[src/rtl/stk_pkg.sv]
package stk_pkg;
  typedef enum logic [3:0] {
    FN_LDC     = 4'd0,
    FN_ADC     = 4'd1,
    FN_EQC     = 4'd2,
    FN_LDL     = 4'd3,
    FN_STL     = 4'd4,
    FN_JMP     = 4'd5,
    FN_CJMP    = 4'd6,
    FN_ADD     = 4'd7,
    FN_SUB     = 4'd8,
    FN_GT      = 4'd9,
    FN_REV     = 4'd10,
    FN_SETERR  = 4'd11,
    FN_TESTERR = 4'd12,
    FN_STOPERR = 4'd13,
    FN_STOP    = 4'd14,
    FN_NOP     = 4'd15
  } stk_fn_e;

  localparam int COST_W = 4;
endpackage

[src/rtl/stk_alu.sv]
module stk_alu
  import stk_pkg::*;
#(
  parameter int WORD_W = 32
) (
  input  stk_fn_e           fn,
  input  logic [WORD_W-1:0] a,
  input  logic [WORD_W-1:0] b,
  input  logic [WORD_W-1:0] oprnd,
  output logic [WORD_W-1:0] res,
  output logic              ovf
);
  localparam int MSB = WORD_W - 1;

  logic [WORD_W-1:0] x, y, sum, dif;

  always_comb begin
    x = (fn == FN_ADC) ? a : b;
    y = (fn == FN_ADC) ? oprnd : a;
    sum = x + y;
    dif = b - a;
    res = '0;
    ovf = 1'b0;
    unique case (fn)
      FN_ADD, FN_ADC: begin
        res = sum;
        ovf = (x[MSB] == y[MSB]) && (sum[MSB] != x[MSB]);
      end
      FN_SUB: begin
        res = dif;
        ovf = (b[MSB] != a[MSB]) && (dif[MSB] != b[MSB]);
      end
      FN_GT:   res = {{(WORD_W-1){1'b0}}, ($signed(b) > $signed(a))};
      FN_EQC:  res = {{(WORD_W-1){1'b0}}, (a == oprnd)};
      default: res = '0;
    endcase
  end
endmodule

[src/rtl/stk_branch.sv]
module stk_branch
  import stk_pkg::*;
#(
  parameter int WORD_W = 32,
  parameter int LEN_W  = 4
) (
  input  stk_fn_e           fn,
  input  logic [WORD_W-1:0] iptr,
  input  logic [LEN_W-1:0]  len,
  input  logic [WORD_W-1:0] oprnd,
  input  logic              a_zero,
  output logic [WORD_W-1:0] seq_iptr,
  output logic [WORD_W-1:0] nxt_iptr,
  output logic              taken
);
  always_comb begin
    seq_iptr = iptr + WORD_W'(len);
    taken    = (fn == FN_JMP) || ((fn == FN_CJMP) && a_zero);
    nxt_iptr = taken ? (seq_iptr + oprnd) : seq_iptr;
  end
endmodule

[src/rtl/stk_cost.sv]
module stk_cost
  import stk_pkg::*;
(
  input  stk_fn_e           fn,
  input  logic              taken,
  output logic [COST_W-1:0] cost
);
  always_comb begin
    unique case (fn)
      FN_EQC, FN_LDL, FN_GT, FN_TESTERR, FN_STOPERR: cost = COST_W'(2);
      FN_JMP:  cost = COST_W'(3);
      FN_CJMP: cost = taken ? COST_W'(4) : COST_W'(2);
      FN_STOP: cost = COST_W'(11);
      default: cost = COST_W'(1);
    endcase
  end
endmodule

[src/rtl/stk_exec_unit.sv]
module stk_exec_unit
  import stk_pkg::*;
#(
  parameter int WORD_W         = 32,
  parameter int BYTES_PER_WORD = 4,
  parameter int LEN_W          = 4,
  parameter int CLK_W          = 32,
  parameter logic [WORD_W-1:0] IPTR_RST = 32'h0000_1000,
  parameter logic [WORD_W-1:0] WPTR_RST = 32'h0000_0100
) (
  input  logic              clk,
  input  logic              rst_n,
  input  logic              ins_valid,
  output logic              ins_ready,
  input  logic [3:0]        ins_fn,
  input  logic [WORD_W-1:0] ins_oprnd,
  input  logic [LEN_W-1:0]  ins_len,
  output logic              mem_en,
  output logic              mem_we,
  output logic [WORD_W-1:0] mem_addr,
  output logic [WORD_W-1:0] mem_wdata,
  input  logic [WORD_W-1:0] mem_rdata,
  output logic [WORD_W-1:0] reg_a,
  output logic [WORD_W-1:0] reg_b,
  output logic [WORD_W-1:0] reg_c,
  output logic [WORD_W-1:0] iptr,
  output logic [WORD_W-1:0] wptr,
  output logic              err_flag,
  output logic              halted,
  output logic [CLK_W-1:0]  cyc_count
);
  localparam int BSEL_W = $clog2(BYTES_PER_WORD);
  localparam logic [WORD_W-1:0] WSTEP = WORD_W'(BYTES_PER_WORD);

  stk_fn_e           fn;
  logic              fire;
  logic [WORD_W-1:0] alu_res, seq_iptr, nxt_iptr;
  logic              alu_ovf, taken;
  logic [COST_W-1:0] cost;

  logic [WORD_W-1:0] a_d, b_d, c_d;
  logic              err_d, halt_d;

  assign fn        = stk_fn_e'(ins_fn);
  assign ins_ready = rst_n && !halted;
  assign fire      = ins_valid && ins_ready;

  stk_alu #(.WORD_W(WORD_W)) u_alu (
    .fn(fn), .a(reg_a), .b(reg_b), .oprnd(ins_oprnd), .res(alu_res), .ovf(alu_ovf)
  );

  stk_branch #(.WORD_W(WORD_W), .LEN_W(LEN_W)) u_br (
    .fn(fn), .iptr(iptr), .len(ins_len), .oprnd(ins_oprnd), .a_zero(reg_a == '0),
    .seq_iptr(seq_iptr), .nxt_iptr(nxt_iptr), .taken(taken)
  );

  stk_cost u_cost (.fn(fn), .taken(taken), .cost(cost));

  // memory port: local access, store and the pointer save on stop
  always_comb begin
    mem_en    = fire && (fn == FN_LDL || fn == FN_STL || fn == FN_STOP);
    mem_we    = fire && (fn == FN_STL || fn == FN_STOP);
    mem_addr  = (fn == FN_STOP) ? (wptr - WSTEP) : (wptr + (ins_oprnd << BSEL_W));
    mem_wdata = (fn == FN_STOP) ? seq_iptr : reg_a;
  end

  always_comb begin
    a_d    = reg_a;
    b_d    = reg_b;
    c_d    = reg_c;
    err_d  = err_flag;
    halt_d = 1'b0;
    unique case (fn)
      FN_LDC, FN_LDL, FN_TESTERR: begin
        a_d = (fn == FN_LDC) ? ins_oprnd :
              (fn == FN_LDL) ? mem_rdata : {{(WORD_W-1){1'b0}}, err_flag};
        b_d = reg_a;
        c_d = reg_b;
        if (fn == FN_TESTERR) err_d = 1'b0;
      end
      FN_ADC: begin
        a_d = alu_res;
        if (alu_ovf) err_d = 1'b1;
      end
      FN_EQC: a_d = alu_res;
      FN_ADD, FN_SUB, FN_GT: begin
        a_d = alu_res;
        b_d = reg_c;
        if (alu_ovf) err_d = 1'b1;
      end
      FN_STL: begin
        a_d = reg_b;
        b_d = reg_c;
      end
      FN_CJMP: if (!taken) begin
        a_d = reg_b;
        b_d = reg_c;
      end
      FN_REV: begin
        a_d = reg_b;
        b_d = reg_a;
      end
      FN_SETERR:  err_d  = 1'b1;
      FN_STOPERR: halt_d = err_flag;
      FN_STOP:    halt_d = 1'b1;
      default: ;
    endcase
  end

  always_ff @(posedge clk) begin
    if (!rst_n) begin
      iptr      <= IPTR_RST;
      wptr      <= WPTR_RST;
      halted    <= 1'b0;
      cyc_count <= '0;
      reg_a     <= '0;
      reg_b     <= '0;
      reg_c     <= '0;
    end else if (fire) begin
      iptr      <= nxt_iptr;
      halted    <= halt_d;
      cyc_count <= cyc_count + CLK_W'(cost);
      reg_a     <= a_d;
      reg_b     <= b_d;
      reg_c     <= c_d;
    end
  end

  // the error flag carries no reset value by intent
  always_ff @(posedge clk) begin
    if (fire) err_flag <= err_d;
  end
endmodule

[config.mk]
export PLATFORM = sky130hd
export DESIGN_NAME = stk_exec_unit
export DESIGN_NICKNAME = d
export VERILOG_FILES = /design/src/rtl/stk_pkg.sv /design/src/rtl/stk_alu.sv /design/src/rtl/stk_branch.sv /design/src/rtl/stk_cost.sv /design/src/rtl/stk_exec_unit.sv
export SDC_FILE = /design/constraint.sdc
export NUM_CORES = 1
export LEC_CHECK = 0
export BUFFER_PORTS_ARGS = -buffer_cell sky130_fd_sc_hd__buf_2
export CORE_UTILIZATION = 40
export CTS_BUF_LIST = sky130_fd_sc_hd__clkbuf_4 sky130_fd_sc_hd__clkbuf_8
export CTS_CLUSTER_SIZE = 8
export DETAILED_ROUTE_END_ITERATION = 7
export PLACE_DENSITY = 0.73
export RECOVER_POWER = 100
export SLEW_MARGIN = 20
export SYNTH_ARGS = -nofsm -noshare
export SYNTH_HDL_FRONTEND = slang
export SYNTH_HIERARCHICAL = 1
export SYNTH_SLANG_ARGS = --single-unit
[constraint.sdc]
create_clock -name clk -period 5.2 [get_ports clk]
set_input_delay 0.78 -clock clk [delete_from_list [all_inputs] [get_ports clk]]
set_output_delay 0.78 -clock clk [all_outputs]
set_load 0.1 [all_outputs]
Word level (Yosys, flattened, before mapping)
Index checks and enable logic that the tools add are counted.

cells by class
  multiplexer cells = 19
  shift operators = 0
  divide/modulo/power cells = 0
  bitwise operators = 0
  reductions and logical operators = 29
  equal/unequal tests = 22
  order comparisons = 1
  add/sub/neg operators = 6
  multipliers = 0

operators by type and width
  operator               number
  $mux 32                9
  $pmux 32 s4            2
  $pmux 32 s3            1
  $add 32x32->32         2
  $add 32x4->32          2
  $add 9x32->32 const A  1
  $eq 32x32->1           1
  $gt 32x32->1           1
  $logic_not 32->1       1
  $sub 32x32->32         1
  $eq 4x4->1 const B     7
  $eq 4x3->1 const B     4
  $pmux 4 s4             1
  $reduce_or 4->1        3
  $reduce_or 5->1        2
  $eq 4x2->1 const B     2
  $logic_and 1x1->1      7
  $reduce_and 3->1       2
  $reduce_bool 3->1      2
  $eq 4x1->1 const B     1
  $logic_not 4->1        1
  $logic_or 1x1->1       4
  $ne 2x2->1 const B     2
  $pmux 1 s2             2
  12 further kinds       16

storage, ports and cells
  bits in latches = 0
  bits in read-only memories = 0
  memories = 0
  output and inout bits = 261
  flip-flop bits (word level) = 162
  RAM bits = 0

Longest topological paths before layout
  depth after elaboration = 8
  mapped depth = 20
  depth with buffers taken out = 19

Hierarchy
The synthesis kept the hierarchy.

modules (own cells, without submodules)
  module         instances  sequential area each (um2)  area each (um2)  cells each
  stk_exec_unit  1          3,253.1                     8,543.2          1,085
  stk_alu        1          0.0                         4,919.7          719
  stk_branch     1          0.0                         2,803.9          412
  stk_cost       1          0.0                         78.8             11

Worst setup path before layout
OpenSTA, ideal clock, no wires.

  kind = input -> output
  start point = input port rst_n
  end point = output port mem_en
  cell stages on the path = 5
  data required time = 4.420 ns
  arrival time = 5.662 ns
  path buffers = 1
  slack = -1.242 ns
  cells stage by stage = buf_2 > nor2b_1 > nand2_2 > nor3_1 > a21o_1

between the ends
  word-level cells in the longest chain between the ends = 3

RTL lines
  item                line                 RTL
  start: declaration  stk_exec_unit.sv:12  input logic rst_n,
  $logic_and 1x1->1   stk_exec_unit.sv:45  assign ins_ready = rst_n && !halted;
  via ins_ready       stk_exec_unit.sv:14  output logic ins_ready,
  $logic_and 1x1->1   stk_exec_unit.sv:46  assign fire = ins_valid && ins_ready;
  $logic_and 1x1->1   stk_exec_unit.sv:61  mem_en = fire && (fn == FN_LDL || fn == FN_STL || fn == FN_STOP);
  end: declaration    stk_exec_unit.sv:18  output logic mem_en,

The timed path passes the listed nets, and every way through them passes these cells.

Final worst setup path
  start point = input port ins_fn[0]
  end point = output port mem_wdata[27]

between the ends
  word-level cells in the longest chain between the ends = 2

RTL lines
  item                line                 RTL
  start: declaration  stk_exec_unit.sv:15  input logic [3:0] ins_fn,
  $eq 4x4->1          stk_exec_unit.sv:64  mem_wdata = (fn == FN_STOP) ? seq_iptr : reg_a;
  $mux 32             stk_exec_unit.sv:64
  end: declaration    stk_exec_unit.sv:21  output logic [WORD_W-1:0] mem_wdata,

No other way between the ends.

==> results.yml <==
clock_tree:
  hold_buffers: 0
  cts.root.buffer_cell: "clkbuf_8"
  htreeDepth: 4
  clk_pin_slew_worst_paths_ns: 0.09
  numCtsBuffers: 17
  cts_tree: "done"
  cts_num_sinks: 162
  cts_resized: 0
  clock_path_buffers: 2
  postCtsSetupBuffers: 0
  clock_latency_ns: 0.54
timing:
  finalSetupViolations: 0
  fin_crit_sh_pct: 92.3
  relSlewSlack_pct: -15.1
  setup_tns_ns: 0
  hold_slack_ns: 0.480
  grt_setup_unrepaired: "false"
  fmax_mhz: 208
  hold_viol: 0
  drv_slew: 33
  period_minus_slack_ns: 4.80
  worst_slew_pin_slew_ns: 1.73
  fin_skew_ns: 0.0259
routing:
  vias_per_cell: 5.95
  first_pass_iters: 6
  drt_iter0_drc: 1840
  ant_nets: 0
  post-route-drc-count: 0
  routed_wl_um: 63900
  vias: 17900
  routedWlPerCell_um: 21.2
flow_run:
  drv_cap: 1
synth:
  ys_seq_area_share_pct: 19.9
  synth_area_per_cell_um2: 7.34
  synthArstFlopShare_pct: 0
  netlist_top_cells_area: "dfxtp_1 20%, nand2_1 9.0%, ha_1 8.1%, o21ai_0 5.7%, xor2_1 5.4%"
  synth_common_cells: "394 x nand2_1, 185 x o21ai_0, 161 x dfxtp_1"
  synth.ff_latch_count: 162
  yosysWarnings: 6
  synth_top_area_share_pct: 19.7
  synth_largest_area_cell: "dfxtp_1"
  synth_edf_count: 1
  synthesis.area_mm2: 0.0163
  synthDistinctLibCells: 102
  yosysMostFrequentCell: "nand2_1"
  synthCells: 2227
  synthFlopType: "dfxtp_1"
grt:
  gr-usage-all-layers_pct: 29.6
  gr-total-overflow: 0
  grt_pass1_vias: 16600
  grt_pass1_wl_um: 95600
  antenna_found_initial: 1
  grt_max_degree: 106
power_and_ir_drop:
  power_w: 0.00481
  p_leak_nw: 7.61
  ir_worst_vdd_uv: 194
  p_per_area_mw_per_mm2: 261
finish:
  utilization_pct: 46.0
  fill_cells: 4196
  nets: 2656
  area_delta_synth_final_pct: 12.7
  final_cells: 3008
  seqCellArea_mm2: 0.00325
  drive_gt1_share_pct: 10.2
  multi_input_area_mm2: 0.0121
outcome:
  outcome: "finished with violations"
  violations: "max-capacitance violations, max-slew violations"
floorplanning:
  initial_utilization_pct: 40.9
  die_area_mm2: 0.0417
  dieHeight_um: 204
  core.rowCount: 73
  ioPinCount: 336
  core-area_mm2: 0.0400
  die_w_um: 204
worst_setup_path:
  startpoint_type: "primary input"
  required_ns: 4.42
  crit_path_max_fanout: 39
  path_class: "in -> out"
  cp-end-kind: "output pin"
  crit_arrival_ns: 4.02
placed_design:
  port_buffers: 301
  gp_congestion: 0.947
  hpwl_um: 48400
  dp_cells: 2976
hold_path:
  hp-class: "reg -> reg"
==> kinds of logic after synthesis <==
kind of cell,count (synthesis),share of synthesized area [%]
AOI/OAI and AO/OA,647,25.7
xor gates and xnor gates,197,10.6
adders and majority gates,111,8.73
buffers and inverters,240,6.73
DFF,162,19.9
muxes,74,4.82
other,2,0.0459
and+or+nand+nor,794,23.6
==> cell type report <==
class                      instances  share of cell area, %
timing repair buffer             356                   8.95
sequential                       162                   17.7
clock inverter                    13                   1.20
multi-input combinational       1857                   65.7
clock buffer                      18                   1.31
antenna                            1                 0.0136
inverter                          76                   1.55
tap                              525                   3.57
==> where the power goes <==
| group | switching, W | total, W | internal (W) |
|---|---|---|---|
| sequential | 0.000113 | 0.00141 | 0.00129 |
| clock | 0.000568 | 0.00115 | 0.000584 |
| combinational | 0.00165 | 0.00225 | 0.000600 |
| total | 0.00233 | 0.00481 | 0.00248 |
==> metrics by stage <==
step / setup slack (ns) / cell area, um^2
after floorplan: 0.253 / 16500
after global placement: 0.221 / 18300
after detailed placement: 0.0829 / 18300
after CTS: 0.657 / 18800
after global routing: 0.219 / 18400
final: 0.401 / 18400
==> layer usage <==
layer,vias to the layer above,GRT usage (%),routed length [um]
li1,8429,-,-
met1,8487,37.4,26800
met2,813,47.9,29300
met3,166,5.45,4950
met4,0,14.8,2880
met5,-,0,0
==> critical path, stage by stage <==
cell and delay (ns):
clkbuf_1 0.11, clkbuf_1 0.85, inv_1 0.30, nand4_1 0.20, clkbuf_2 0.62, nand2_1 0.12
nand2_1 0.10, clkbuf_1 0.92
==> path summary, 6_finish.rpt <==
path / from / end / slack [ns] / depth (start not counted)
worst max register to register: reg_a[0]$_SDFFE_PN0P_ / reg_a[0]$_SDFFE_PN0P_ / 0.66 / 14
worst min register to register: reg_c[24]$_SDFFE_PN0P_ / reg_c[24]$_SDFFE_PN0P_ / 0.48 / 2
worst max-delay path: ins_fn[0] / mem_wdata[27] / 0.40 / 8
worst min-delay path: reg_c[24]$_SDFFE_PN0P_ / reg_c[24]$_SDFFE_PN0P_ / 0.48 / 2
==> state kept, by name (all words and copies together) (netlist names) <==
register and count:
cyc_count 32, err_flag 1, halted 1, iptr 32, reg_a 32, reg_b 32
reg_c 32
==> cell usage in the layout (no fill, tap or decap), drive strengths merged, types with 46 or more instances in the layout <==
cell / instances
dfxtp: 161
buf: 124
xor2: 101
a31oi: 46
a21oi: 158
inv: 82
clkbuf: 250
o21ai: 193
xnor2: 96
nor2: 104
nand2: 396
nand3: 48
ha: 106
(Power assumes the default switching activity.)
